`config.mk`:
```
export PLATFORM = sky130hd
export DESIGN_NAME = rx_pingpong_dma
export DESIGN_NICKNAME = d
export VERILOG_FILES = /design/src/rtl/rxdma_pkg.sv /design/src/rtl/rxdma_bufregs.sv /design/src/rtl/rxdma_engine.sv /design/src/rtl/rx_pingpong_dma.sv
export SDC_FILE = /design/constraint.sdc
export NUM_CORES = 1
export LEC_CHECK = 0
export ABC_CLOCK_PERIOD_IN_PS = 7300
export CORE_UTILIZATION = 50
export CTS_BUF_LIST = sky130_fd_sc_hd__clkbuf_4
export CTS_CLUSTER_DIAMETER = 150
export DETAILED_ROUTE_END_ITERATION = 10
export DONT_BUFFER_PORTS = 1
export PLACE_DENSITY = 0.74
export SLEW_MARGIN = 40
export SYNTH_ARGS = -nofsm -noshare
export SYNTH_HDL_FRONTEND = slang
export SYNTH_HIERARCHICAL = 1
export SYNTH_SLANG_ARGS = --single-unit
```
`constraint.sdc`:
```
create_clock -name clk -period 7.3 [get_ports clk]
set_clock_uncertainty 0.05 [all_clocks]
set_input_delay 1.46 -clock clk [delete_from_list [all_inputs] [get_ports clk]]
set_output_delay 1.46 -clock clk [all_outputs]
set_load 0.01 [all_outputs]
```
`src/rtl/rxdma_pkg.sv`:
```
package rxdma_pkg;

    localparam int STAT_W = 8;

    // status bit positions
    localparam int ST_OWN = 0;
    localparam int ST_EOB = 1;
    localparam int ST_EOF = 2;
    localparam int ST_CRC = 3;
    localparam int ST_OVR = 4;

    typedef enum logic [2:0] {
        RG_A_BASE  = 3'd0,
        RG_A_COUNT = 3'd1,
        RG_A_STAT  = 3'd2,
        RG_B_BASE  = 3'd3,
        RG_B_COUNT = 3'd4,
        RG_B_STAT  = 3'd5,
        RG_CUR     = 3'd6,
        RG_CHAN    = 3'd7
    } reg_sel_e;

    // per-buffer event from the frame engine
    typedef struct packed {
        logic done;      // frame closed into an owned buffer
        logic crc_err;
        logic ovr;
        logic ovr_mark;  // frame began on an unowned buffer
    } buf_evt_t;

    function automatic logic [STAT_W-1:0] close_status(
        input logic [STAT_W-1:0] old,
        input logic              crc_err,
        input logic              ovr
    );
        logic [STAT_W-1:0] s;
        s         = old;
        s[ST_OWN] = 1'b0;
        s[ST_EOB] = 1'b1;
        s[ST_EOF] = 1'b1;
        s[ST_CRC] = crc_err;
        s[ST_OVR] = ovr;
        return s;
    endfunction

endpackage

```
`src/rtl/rxdma_bufregs.sv`:
```
module rxdma_bufregs
    import rxdma_pkg::*;
#(
    parameter int ADDR_W = 32,
    parameter int CNT_W  = 16
) (
    input  logic              clk,
    input  logic              rst,
    input  logic              wr_base,
    input  logic              wr_count,
    input  logic              wr_stat,
    input  logic [ADDR_W-1:0] wdata,
    input  buf_evt_t          evt,
    input  logic [CNT_W-1:0]  fin_cnt,
    output logic [ADDR_W-1:0] base_q,
    output logic [CNT_W-1:0]  count_q,
    output logic [STAT_W-1:0] stat_q
);

    always_ff @(posedge clk) begin
        if (rst) begin
            base_q  <= '0;
            count_q <= '0;
            stat_q  <= '0;
        end else if (evt.done) begin
            count_q <= fin_cnt;
            stat_q  <= close_status(stat_q, evt.crc_err, evt.ovr);
        end else if (evt.ovr_mark) begin
            stat_q[ST_OVR] <= 1'b1;
        end else if (!stat_q[ST_OWN]) begin
            if (wr_base)  base_q  <= wdata;
            if (wr_count) count_q <= wdata[CNT_W-1:0];
            if (wr_stat)  stat_q  <= wdata[STAT_W-1:0];
        end
    end

    AST_OWNED_FROZEN: assert property (@(posedge clk) disable iff (rst)
        stat_q[ST_OWN] && !evt.done |=> $stable(base_q) && $stable(count_q));

    AST_RETURN_ON_DONE: assert property (@(posedge clk) disable iff (rst)
        evt.done |=> !stat_q[ST_OWN] && stat_q[ST_EOF] && stat_q[ST_EOB]);

endmodule

```
`src/rtl/rxdma_engine.sv`:
```
module rxdma_engine
    import rxdma_pkg::*;
#(
    parameter int ADDR_W = 32,
    parameter int CNT_W  = 16
) (
    input  logic                   clk,
    input  logic                   rst,
    input  logic                   rx_valid,
    input  logic [7:0]             rx_data,
    input  logic                   rx_end,
    input  logic                   rx_crc_ok,
    input  logic [1:0]             own,
    input  logic [1:0][ADDR_W-1:0] base,
    input  logic [1:0][CNT_W-1:0]  limit,
    output buf_evt_t [1:0]         evt,
    output logic [CNT_W-1:0]       fin_cnt,
    output logic                   mem_we,
    output logic [ADDR_W-1:0]      mem_addr,
    output logic [7:0]             mem_wdata,
    output logic [ADDR_W-1:0]      cur_addr,
    output logic                   busy,
    output logic                   next_buf
);

    logic             act, drop_all, ovr;
    logic [CNT_W-1:0] cnt;

    logic              sel, owned, accept, spill, starting, ending, ovr_nx;
    logic [CNT_W-1:0]  cnt_base, cnt_nx;
    logic [ADDR_W-1:0] wr_ptr;

    always_comb begin
        starting = !busy && rx_valid;
        sel      = busy ? act : next_buf;
        owned    = busy ? !drop_all : own[sel];
        cnt_base = busy ? cnt : '0;
        wr_ptr   = busy ? cur_addr : base[sel];
        accept   = rx_valid && owned && (cnt_base < limit[sel]);
        spill    = rx_valid && owned && !(cnt_base < limit[sel]);
        ending   = rx_end && (busy || rx_valid);
        ovr_nx   = (busy && ovr) || spill;
        cnt_nx   = cnt_base + CNT_W'(accept);
        fin_cnt  = cnt_nx;
        for (int b = 0; b < 2; b++) begin
            evt[b].done     = ending && owned && (sel == 1'(b));
            evt[b].crc_err  = !rx_crc_ok;
            evt[b].ovr      = ovr_nx;
            evt[b].ovr_mark = starting && !own[sel] && (sel == 1'(b));
        end
    end

    always_ff @(posedge clk) begin
        if (rst) begin
            act       <= 1'b0;
            drop_all  <= 1'b0;
            ovr       <= 1'b0;
            cnt       <= '0;
            busy      <= 1'b0;
            next_buf  <= 1'b0;
            cur_addr  <= '0;
            mem_we    <= 1'b0;
            mem_addr  <= '0;
            mem_wdata <= '0;
        end else begin
            mem_we <= accept;
            if (accept) begin
                mem_addr  <= wr_ptr;
                mem_wdata <= rx_data;
                cur_addr  <= wr_ptr + 1'b1;
            end
            cnt <= cnt_nx;
            ovr <= ovr_nx;
            if (starting) begin
                act      <= next_buf;
                next_buf <= !next_buf;
                drop_all <= !own[sel];
            end
            busy <= (busy || starting) && !ending;
        end
    end

    AST_NO_OVERFLOW: assert property (@(posedge clk) disable iff (rst)
        busy && !drop_all |-> cnt <= limit[act]);

    AST_PTR_CONTINUES: assert property (@(posedge clk) disable iff (rst)
        busy && accept |=> mem_we && mem_addr == $past(cur_addr));

    AST_DROP_SILENT: assert property (@(posedge clk) disable iff (rst)
        starting && !own[sel] |=> !mem_we);

    AST_FLAG_FLIP: assert property (@(posedge clk) disable iff (rst)
        starting |=> next_buf != $past(next_buf));

    AST_BUSY_CLEAR: assert property (@(posedge clk) disable iff (rst)
        ending |=> !busy);

    AST_IDLE_END_QUIET: assert property (@(posedge clk) disable iff (rst)
        !busy && !rx_valid |=> !busy && !mem_we);

endmodule

```
`src/rtl/rx_pingpong_dma.sv`:
```
module rx_pingpong_dma
    import rxdma_pkg::*;
#(
    parameter int ADDR_W = 32,
    parameter int CNT_W  = 16
) (
    input  logic              clk,
    input  logic              rst,
    input  logic              reg_wr_en,
    input  logic [2:0]        reg_addr,
    input  logic [ADDR_W-1:0] reg_wdata,
    output logic [ADDR_W-1:0] reg_rdata,
    input  logic              rx_valid,
    input  logic [7:0]        rx_data,
    input  logic              rx_end,
    input  logic              rx_crc_ok,
    output logic              mem_we,
    output logic [ADDR_W-1:0] mem_addr,
    output logic [7:0]        mem_wdata
);

    localparam int NBUF = 2;

    logic [NBUF-1:0][ADDR_W-1:0] base_vec;
    logic [NBUF-1:0][CNT_W-1:0]  cnt_vec;
    logic [NBUF-1:0][STAT_W-1:0] stat_vec;
    logic [NBUF-1:0]             own_vec;
    buf_evt_t [NBUF-1:0]         evt;
    logic [CNT_W-1:0]            fin_cnt;
    logic [ADDR_W-1:0]           cur_addr;
    logic                        busy, next_buf;

    for (genvar g = 0; g < NBUF; g++) begin : g_buf
        localparam logic [2:0] BASE_IDX = 3'(g * 3);

        rxdma_bufregs #(.ADDR_W(ADDR_W), .CNT_W(CNT_W)) u_regs (
            .clk      (clk),
            .rst      (rst),
            .wr_base  (reg_wr_en && reg_addr == BASE_IDX),
            .wr_count (reg_wr_en && reg_addr == BASE_IDX + 3'd1),
            .wr_stat  (reg_wr_en && reg_addr == BASE_IDX + 3'd2),
            .wdata    (reg_wdata),
            .evt      (evt[g]),
            .fin_cnt  (fin_cnt),
            .base_q   (base_vec[g]),
            .count_q  (cnt_vec[g]),
            .stat_q   (stat_vec[g])
        );

        assign own_vec[g] = stat_vec[g][ST_OWN];
    end

    rxdma_engine #(.ADDR_W(ADDR_W), .CNT_W(CNT_W)) u_engine (
        .clk       (clk),
        .rst       (rst),
        .rx_valid  (rx_valid),
        .rx_data   (rx_data),
        .rx_end    (rx_end),
        .rx_crc_ok (rx_crc_ok),
        .own       (own_vec),
        .base      (base_vec),
        .limit     (cnt_vec),
        .evt       (evt),
        .fin_cnt   (fin_cnt),
        .mem_we    (mem_we),
        .mem_addr  (mem_addr),
        .mem_wdata (mem_wdata),
        .cur_addr  (cur_addr),
        .busy      (busy),
        .next_buf  (next_buf)
    );

    always_comb begin
        case (reg_sel_e'(reg_addr))
            RG_A_BASE:  reg_rdata = base_vec[0];
            RG_A_COUNT: reg_rdata = ADDR_W'(cnt_vec[0]);
            RG_A_STAT:  reg_rdata = ADDR_W'(stat_vec[0]);
            RG_B_BASE:  reg_rdata = base_vec[1];
            RG_B_COUNT: reg_rdata = ADDR_W'(cnt_vec[1]);
            RG_B_STAT:  reg_rdata = ADDR_W'(stat_vec[1]);
            RG_CUR:     reg_rdata = cur_addr;
            default:    reg_rdata = ADDR_W'({next_buf, busy});
        endcase
    end

    AST_ONE_EVENT: assert property (@(posedge clk) disable iff (rst)
        $countones({evt[0].done, evt[1].done, evt[0].ovr_mark, evt[1].ovr_mark}) <= 1);

endmodule

```
# Yosys cells after proc, flatten, opt, wreduce, memory -nomap -nowiden

Index checks and enable logic that the tools add are counted.

Flip-flop bits (word level): 206
Output and inout bits: 73
Word-level logic and storage cells: 122

Add/sub/neg operators: 2
$lt $le $gt $ge: 2
Equal/unequal tests: 12
Mux-type cells: 29
Bitwise operators: 7
Reduce and logical (&&, ||, !) cells: 48

Operator list:

| kind                                                   | number |
|---|---|
| one-hot mux 32 bit (7 select lines)                    | 1 |
| two-way mux 16 bit                                     | 11 |
| two-way mux 32 bit                                     | 3 |
| adder 32 x 1 -> 32 bit (second input constant)         | 1 |
| two-way mux 5 bit                                      | 6 |
| logical AND 1 bit                                      | 19 |
| adder 16 x 1 -> 16 bit                                 | 1 |
| less-than comparator 16 bit                            | 1 |
| AND reduction 4 bit                                    | 4 |
| AND reduction 3 bit                                    | 4 |
| equality test 3 bit (second input constant)            | 3 |
| two-way mux 4 bit                                      | 2 |
| nonzero test 2 bit                                     | 4 |
| logical NOT 1 bit                                      | 7 |
| inverter 1 bit                                         | 7 |
| equality test 3 x 2 -> 1 bit (second input constant)   | 2 |
| two-way mux 1 bit                                      | 6 |
| inequality test 3 bit (second input constant)          | 2 |
| nonzero test 3 bit                                     | 2 |
| inequality test 2 x 1 -> 1 bit (second input constant) | 2 |
| inequality test 2 bit (second input constant)          | 2 |
| AND reduction 2 bit                                    | 2 |
| OR reduction 2 bit                                     | 2 |
| equality test 3 x 1 -> 1 bit (second input constant)   | 1 |
| other kinds (3)                                        | 5 |

# Depth between registers and ports, before layout

Word-level depth: 8
Mapped depth: 28
Mapped depth without buffers: 20

# Modules after synthesis

The synthesis kept the hierarchy.

By module, submodules not included:

| module          | instances | cells each | area an instance (sq um) |
|---|---|---|---|
| rxdma_engine    | 1         | 676        | 5826.8 |
| rxdma_bufregs   | 2         | 274        | 2353.5 |
| rx_pingpong_dma | 1         | 189        | 1291.2 |

# Least setup slack after synthesis

Ideal clock, no wire load.

Kind: register to register
From: register u_engine.busy
To: register g_buf[0].u_regs.count_q[15]
Library setup time: 0.095 ns
Arrival: 5.112 ns
Required time: 7.155 ns
Path slack: 2.043 ns
Stages on the path, launching flop included: 27
Buffers on the path: 8
Clock period less this slack: 5.257 ns
Path through: dfxtp_1 > buf_4 > buf_6 > clkbuf_4 > buf_4 > mux2i_1 > buf_2 > buf_2 > mux2i_1 > ha_1 > a21oi_1 > o21ai_0 > a221oi_1 > and2_1 > nand2_2 > inv_2 > buf_6 > buf_2 > ha_1 > nand3_1 > nor4_1 > and3_1 > and3_1 > and3_1 > xnor2_1 > inv_1 > a221oi_1

Longest elaborated chain between the ends: 8
Elaborated cells on any way between the ends: 26
Those cells by class: add/sub: 1; order compare: 1; eq/ne: 2; mux: 8; bitwise: 1; reduce/logical: 13

RTL lines:

| element                                                             | line                  | source |
|---|---|---|
| start: declaration                                                  | rxdma_engine.sv:22    | `output logic busy,` |
| start signal: assignment                                            | rxdma_engine.sv:79    | `busy <= (busy \|\| starting) && !ending;` |
| branches (longest 5 deep; another with less-than comparator 16 bit) | -                     |  |
| logical AND 1 bit *                                                 | rxdma_engine.sv:39    | `accept = rx_valid && owned && (cnt_base < limit[sel]);` |
| named net u_engine.accept                                           | rxdma_engine.sv:29    | `logic sel, owned, accept, spill, starting, ending, ovr_nx;` |
| adder 16 x 1 -> 16 bit *                                            | rxdma_engine.sv:43    | `cnt_nx = cnt_base + CNT_W'(accept);` |
| named net fin_cnt[15]                                               | rx_pingpong_dma.sv:29 | `logic [CNT_W-1:0] fin_cnt;` |
| two-way mux 16 bit *                                                | rxdma_bufregs.sv:25   | `end else if (evt.done) begin` |
| end signal: assignment                                              | rxdma_bufregs.sv:26   | `count_q <= fin_cnt;` |
| end signal: assignment                                              | rxdma_bufregs.sv:32   | `if (wr_count) count_q <= wdata[CNT_W-1:0];` |
| end: declaration                                                    | rxdma_bufregs.sv:16   | `output logic [CNT_W-1:0] count_q,` |

Mark *: on every way through the listed nets, which the timed path passes. The select of a mux whose other input is x is not followed.
A chain may end at the register's enable or synchronous reset.

# Worst setup path in the final report

From: register u_engine.busy
To: register g_buf[1].u_regs.count_q[15]

Longest elaborated chain between the ends: 8
Elaborated cells on any way between the ends: 25
Those cells by class: add/sub: 1; order compare: 1; eq/ne: 2; mux: 8; reduce/logical: 13

RTL lines:

| element                                                             | line |
|---|---|
| branches (longest 6 deep; another with less-than comparator 16 bit) | - |
| adder 16 x 1 -> 16 bit *                                            | rxdma_engine.sv:43 |
| named net fin_cnt[15]                                               | rx_pingpong_dma.sv:29 |
| two-way mux 16 bit *                                                | rxdma_bufregs.sv:25 |
| end signal: assignment                                              | rxdma_bufregs.sv:26 |
| end signal: assignment                                              | rxdma_bufregs.sv:32 |
| end: declaration                                                    | rxdma_bufregs.sv:16 |

Marks and branches as above.

==> flow_summary_export.csv <==
group,metric,value,unit
place,io_buffers,0,
worst_setup_path,critPathMostFrequentCell,"and3_1",
place,dp_slack,2.27,ns
sta,relSlewSlack,0.417,
sta,fin_tns_setup,0,ns
power_and_ir_drop,power_per_cell_area,200,nW/um2
clock_network,cts_root_buffer,"clkbuf_4",
worst_setup_path,worstPathArrival,5.66,ns
power_and_ir_drop,seqPwrFrac,0.479,
sta,layout_worst_path_cycle_share,0.703,
worst_setup_path,worstPathMaxFanout,30,
floorplan,initial_utilization,0.516,
power_and_ir_drop,combPwrFrac,0.087,
sta,slew_viol_final,0,
power_and_ir_drop,clkPwrFrac,0.434,
grt,grt_pass1_wl,51600,um
logic_synthesis,syn_inst,1413,
detailed_routing,vias,10100,
grt,track_usage,0.270,
detailed_routing,routed_wl,33300,um
floorplan,coreArea,22900,um2
clock_network,cts_tree,"built",
sta,final_hold_viol_count,0,
power_and_ir_drop,p_leak,4.02,nW
worst_setup_path,worstSetupStartpointType,"flip-flop",
grt,grt_max_degree,207,
detailed_routing,via_per_inst,5.86,
logic_synthesis,yosysUniqueCellTypes,75,
logic_synthesis,synth-async-reset-ratio,0,
clock_network,cts_setup_buffers,0,
clock_network,cts_resized,0,
clock_network,cts_num_sinks,206,
worst_setup_path,cp.required,7.83,ns
clock_network,htree_num_levels,2,
worst_setup_path,critical_path.endpoint_type,"flip-flop",
floorplan,io_pins,122,
sta,fin_crit,5.13,ns
finish,drive_gt1_frac,0.192,
logic_synthesis,ys_ff_latch,206,
detailed_routing,first_iter_violations,1212,
grt,grt_remaining_overflow,0,
detailed_routing,drt_pre_antenna_iters,5,
place,dpl.hpwl,22100,um
logic_synthesis,syn_avg_cell_area,8.37,um2
logic_synthesis,yosys_warnings,6,
clock_network,cts.hold.buffers_added,0,
finish,design_area,12300,um2
sta,fmax,195,MHz
sta,fin_hold_ws,0.407,ns
finish,area_growth,3.82,%
worst_setup_path,critPathKind,"reg -> reg",
min_path,hold_class,"reg -> reg",
sta,setup_viol,0,
place,gp_congestion,0.891,
power_and_ir_drop,internal_power,1.81,mW
floorplan,dieArea,24300,um2
clock_network,path_clk_slew,0.07,ns
sta,layout_setup_ws,2.17,ns
logic_synthesis,synth_ff_type,"dfxtp_1",
detailed_routing,drcViolationCount,0,
worst_setup_path,cpPeakStageDelay,0.57,ns
clock_network,clock_path_buffers,3,
logic_synthesis,synth_edf_count,0,
finish,fin_nets,1436,
floorplan,die-height,156,um
worst_setup_path,crit_chain,"mux2i_2 -> buf_4 -> mux2i_1 -> ha_1 -> a21oi_1 -> a21oi_1 -> a2111oi_0 -> a21o_1 -> nand2_2 -> inv_4 -> ha_1 -> nand3_1 -> nor4_1 -> and3_1 -> and3_1 -> and3_1 -> xnor2_1 -> inv_1 -> a221oi_1",
place,placed_cell_area,11600,um2
clock_network,numCtsBuffers,57,
power_and_ir_drop,power_switching,646,uW
power_and_ir_drop,swShare,0.263,
outcome,status,"finished clean",
floorplan,rows,55,
floorplan,die_w,156,um
job,drv_cap,0,
detailed_routing,wire_per_inst,19.4,um
sta,grt_setup_unrepaired,"no",
logic_synthesis,syn_area,11800,um2
sta,worstMarginPinSlew,0.874,ns
logic_synthesis,yosysSeqAreaShare,0.349,
clock_network,clock_latency,0.69,ns
grt,antenna_found_initial,1,
logic_synthesis,syn_nets,1480,
finish,final_util,0.536,
detailed_routing,drtAntennaViolNets,0,
power_and_ir_drop,peakVddDrop,0.000114,V
grt,grt_pass1_vias,9274,
worst_setup_path,crit_path_top_delay_cell,"a2111oi_0",
kinds of logic after synthesis:
group                      Yosys count  synth area share
AOI/OAI and AO/OA                  350             0.212
xor gates and xnor gates            44            0.0326
buffers and inverters              173            0.0864
adders and majority gates           18            0.0190
DFF                                206             0.349
muxes                               79            0.0715
and+or+nand+nor                    543             0.230
metrics by stage:
step                      power (mW)  cells
after floorplan                 1.41   1413
after global placement          1.41   1623
after global routing            2.56   1718
final                           2.46   1718
after detailed placement        1.41   1623
after CTS                       2.48   1717
Yosys cell counts, drive strengths merged (2+ instances only):
library cell / n / area share
or3b: 4 / 0.0030
nor3b: 5 / 0.0051
nor3: 15 / 0.0063
nand4bb: 2 / 0.0033
buf: 75 / 0.055
clkbuf: 42 / 0.014
nand3: 15 / 0.0074
or2: 2 / 0.0011
xor2: 12 / 0.0089
xnor2: 32 / 0.024
nor2: 66 / 0.021
o21ai: 57 / 0.030
and3: 7 / 0.0037
nand4: 7 / 0.0060
ha: 18 / 0.019
nor4: 4 / 0.0032
or3: 3 / 0.0020
a21oi: 166 / 0.083
nor4b: 11 / 0.014
or4b: 3 / 0.0032
and4bb: 2 / 0.0021
a211oi: 32 / 0.033
a2111oi: 5 / 0.0037
mux4: 4 / 0.0076
a31oi: 8 / 0.0042
a22oi: 31 / 0.021
a221oi: 37 / 0.028
and4: 2 / 0.0016
nand2b: 10 / 0.0053
and2: 20 / 0.011
nor2b: 24 / 0.014
nand2: 339 / 0.12
mux2i: 74 / 0.063
inv: 56 / 0.018
o22ai: 3 / 0.0016
o221ai: 8 / 0.0059
dfxtp: 206 / 0.35
sequential cells by signal, summed over array words and instances (netlist names), 8 cells and up:
name / flops
g_buf.u_regs/base_q: 64
g_buf.u_regs/count_q: 32
u_engine/cur_addr: 32
u_engine/mem_addr: 32
g_buf.u_regs/stat_q: 16
u_engine/cnt: 16
u_engine/mem_wdata: 8
cell type report:
class,count,area (um2)
Sequential cell,206,4130
Multi-Input combinational cell,1034,6710
Tap cell,313,392
Timing Repair Buffer,14,113
Clock inverter,11,93.8
Clock buffer,83,623
Inverter,56,213
Antenna cell,1,2.50
Fill cell,2140,10600
power groups by stage:
stage	clock network, mW	registers [mW]	logic, mW
after global routing	1.15	1.18	0.231
after detailed placement	0	1.20	0.210
after global placement	0	1.20	0.205
final	1.07	1.18	0.213
after CTS	1.09	1.18	0.211
after floorplan	0	1.19	0.217
placed cells by master (no fill, tap or decap), types with 3 or more instances in the layout:
cell       count
and3_1         7
a21oi_2       40
nor2b_1       22
clkbuf_4      83
a31oi_1        8
nor2_1        63
dfxtp_1      204
and2_1        18
nand4_1        4
nand2_2       41
a21oi_1      126
nor3b_1        3
clkinv_1       8
nand2b_1      10
nand2_1      298
o21ai_2       12
nor3_1        15
nand3_1       14
xor2_1        12
ha_1          18
a211oi_2      30
o21ai_0       18
o21ai_1       25
nor4b_2        6
xnor2_1       32
o22ai_1        3
inv_1         55
mux2i_1       73
o221ai_1       8
mux4_2         4
buf_4         12
a22oi_1       29
nor4b_4        3
a221oi_1      36
a2111oi_0      5
worst paths after layout:
kind | startpoint | to | slack, ns | cells past startpoint
setup / recovery | u_engine/busy | g_buf[1].u_regs/count_q[15] | 2.17 | 19
hold / removal | g_buf[1].u_regs/stat_q[2] | g_buf[1].u_regs/stat_q[2] | 0.41 | 2
setup reg to reg | u_engine/busy | g_buf[1].u_regs/count_q[15] | 2.17 | 19
hold reg to reg | g_buf[1].u_regs/stat_q[2] | g_buf[1].u_regs/stat_q[2] | 0.41 | 2
worst max-delay path, delay by kind of cell, from the launching register on:
kind / cells / cell delay, ns
compound gates: 5 / 1.32
xor+xnor: 1 / 0.15
fa+ha+maj: 2 / 0.54
buf+inv: 3 / 0.69
flops: 1 / 0.36
mux: 2 / 0.47
simple gates: 6 / 1.44
per-layer routing:
layer / global-route usage / share of wire / vias to the layer above
met3: 0.0517 / 0.084 / 64
met4: 0.101 / 0.027 / 0
met1: 0.382 / 0.45 / 4773
met2: 0.403 / 0.44 / 413
li1: - / - / 4809
met5: 0 / 0 / -
Power figures use the tool's default switching activity.
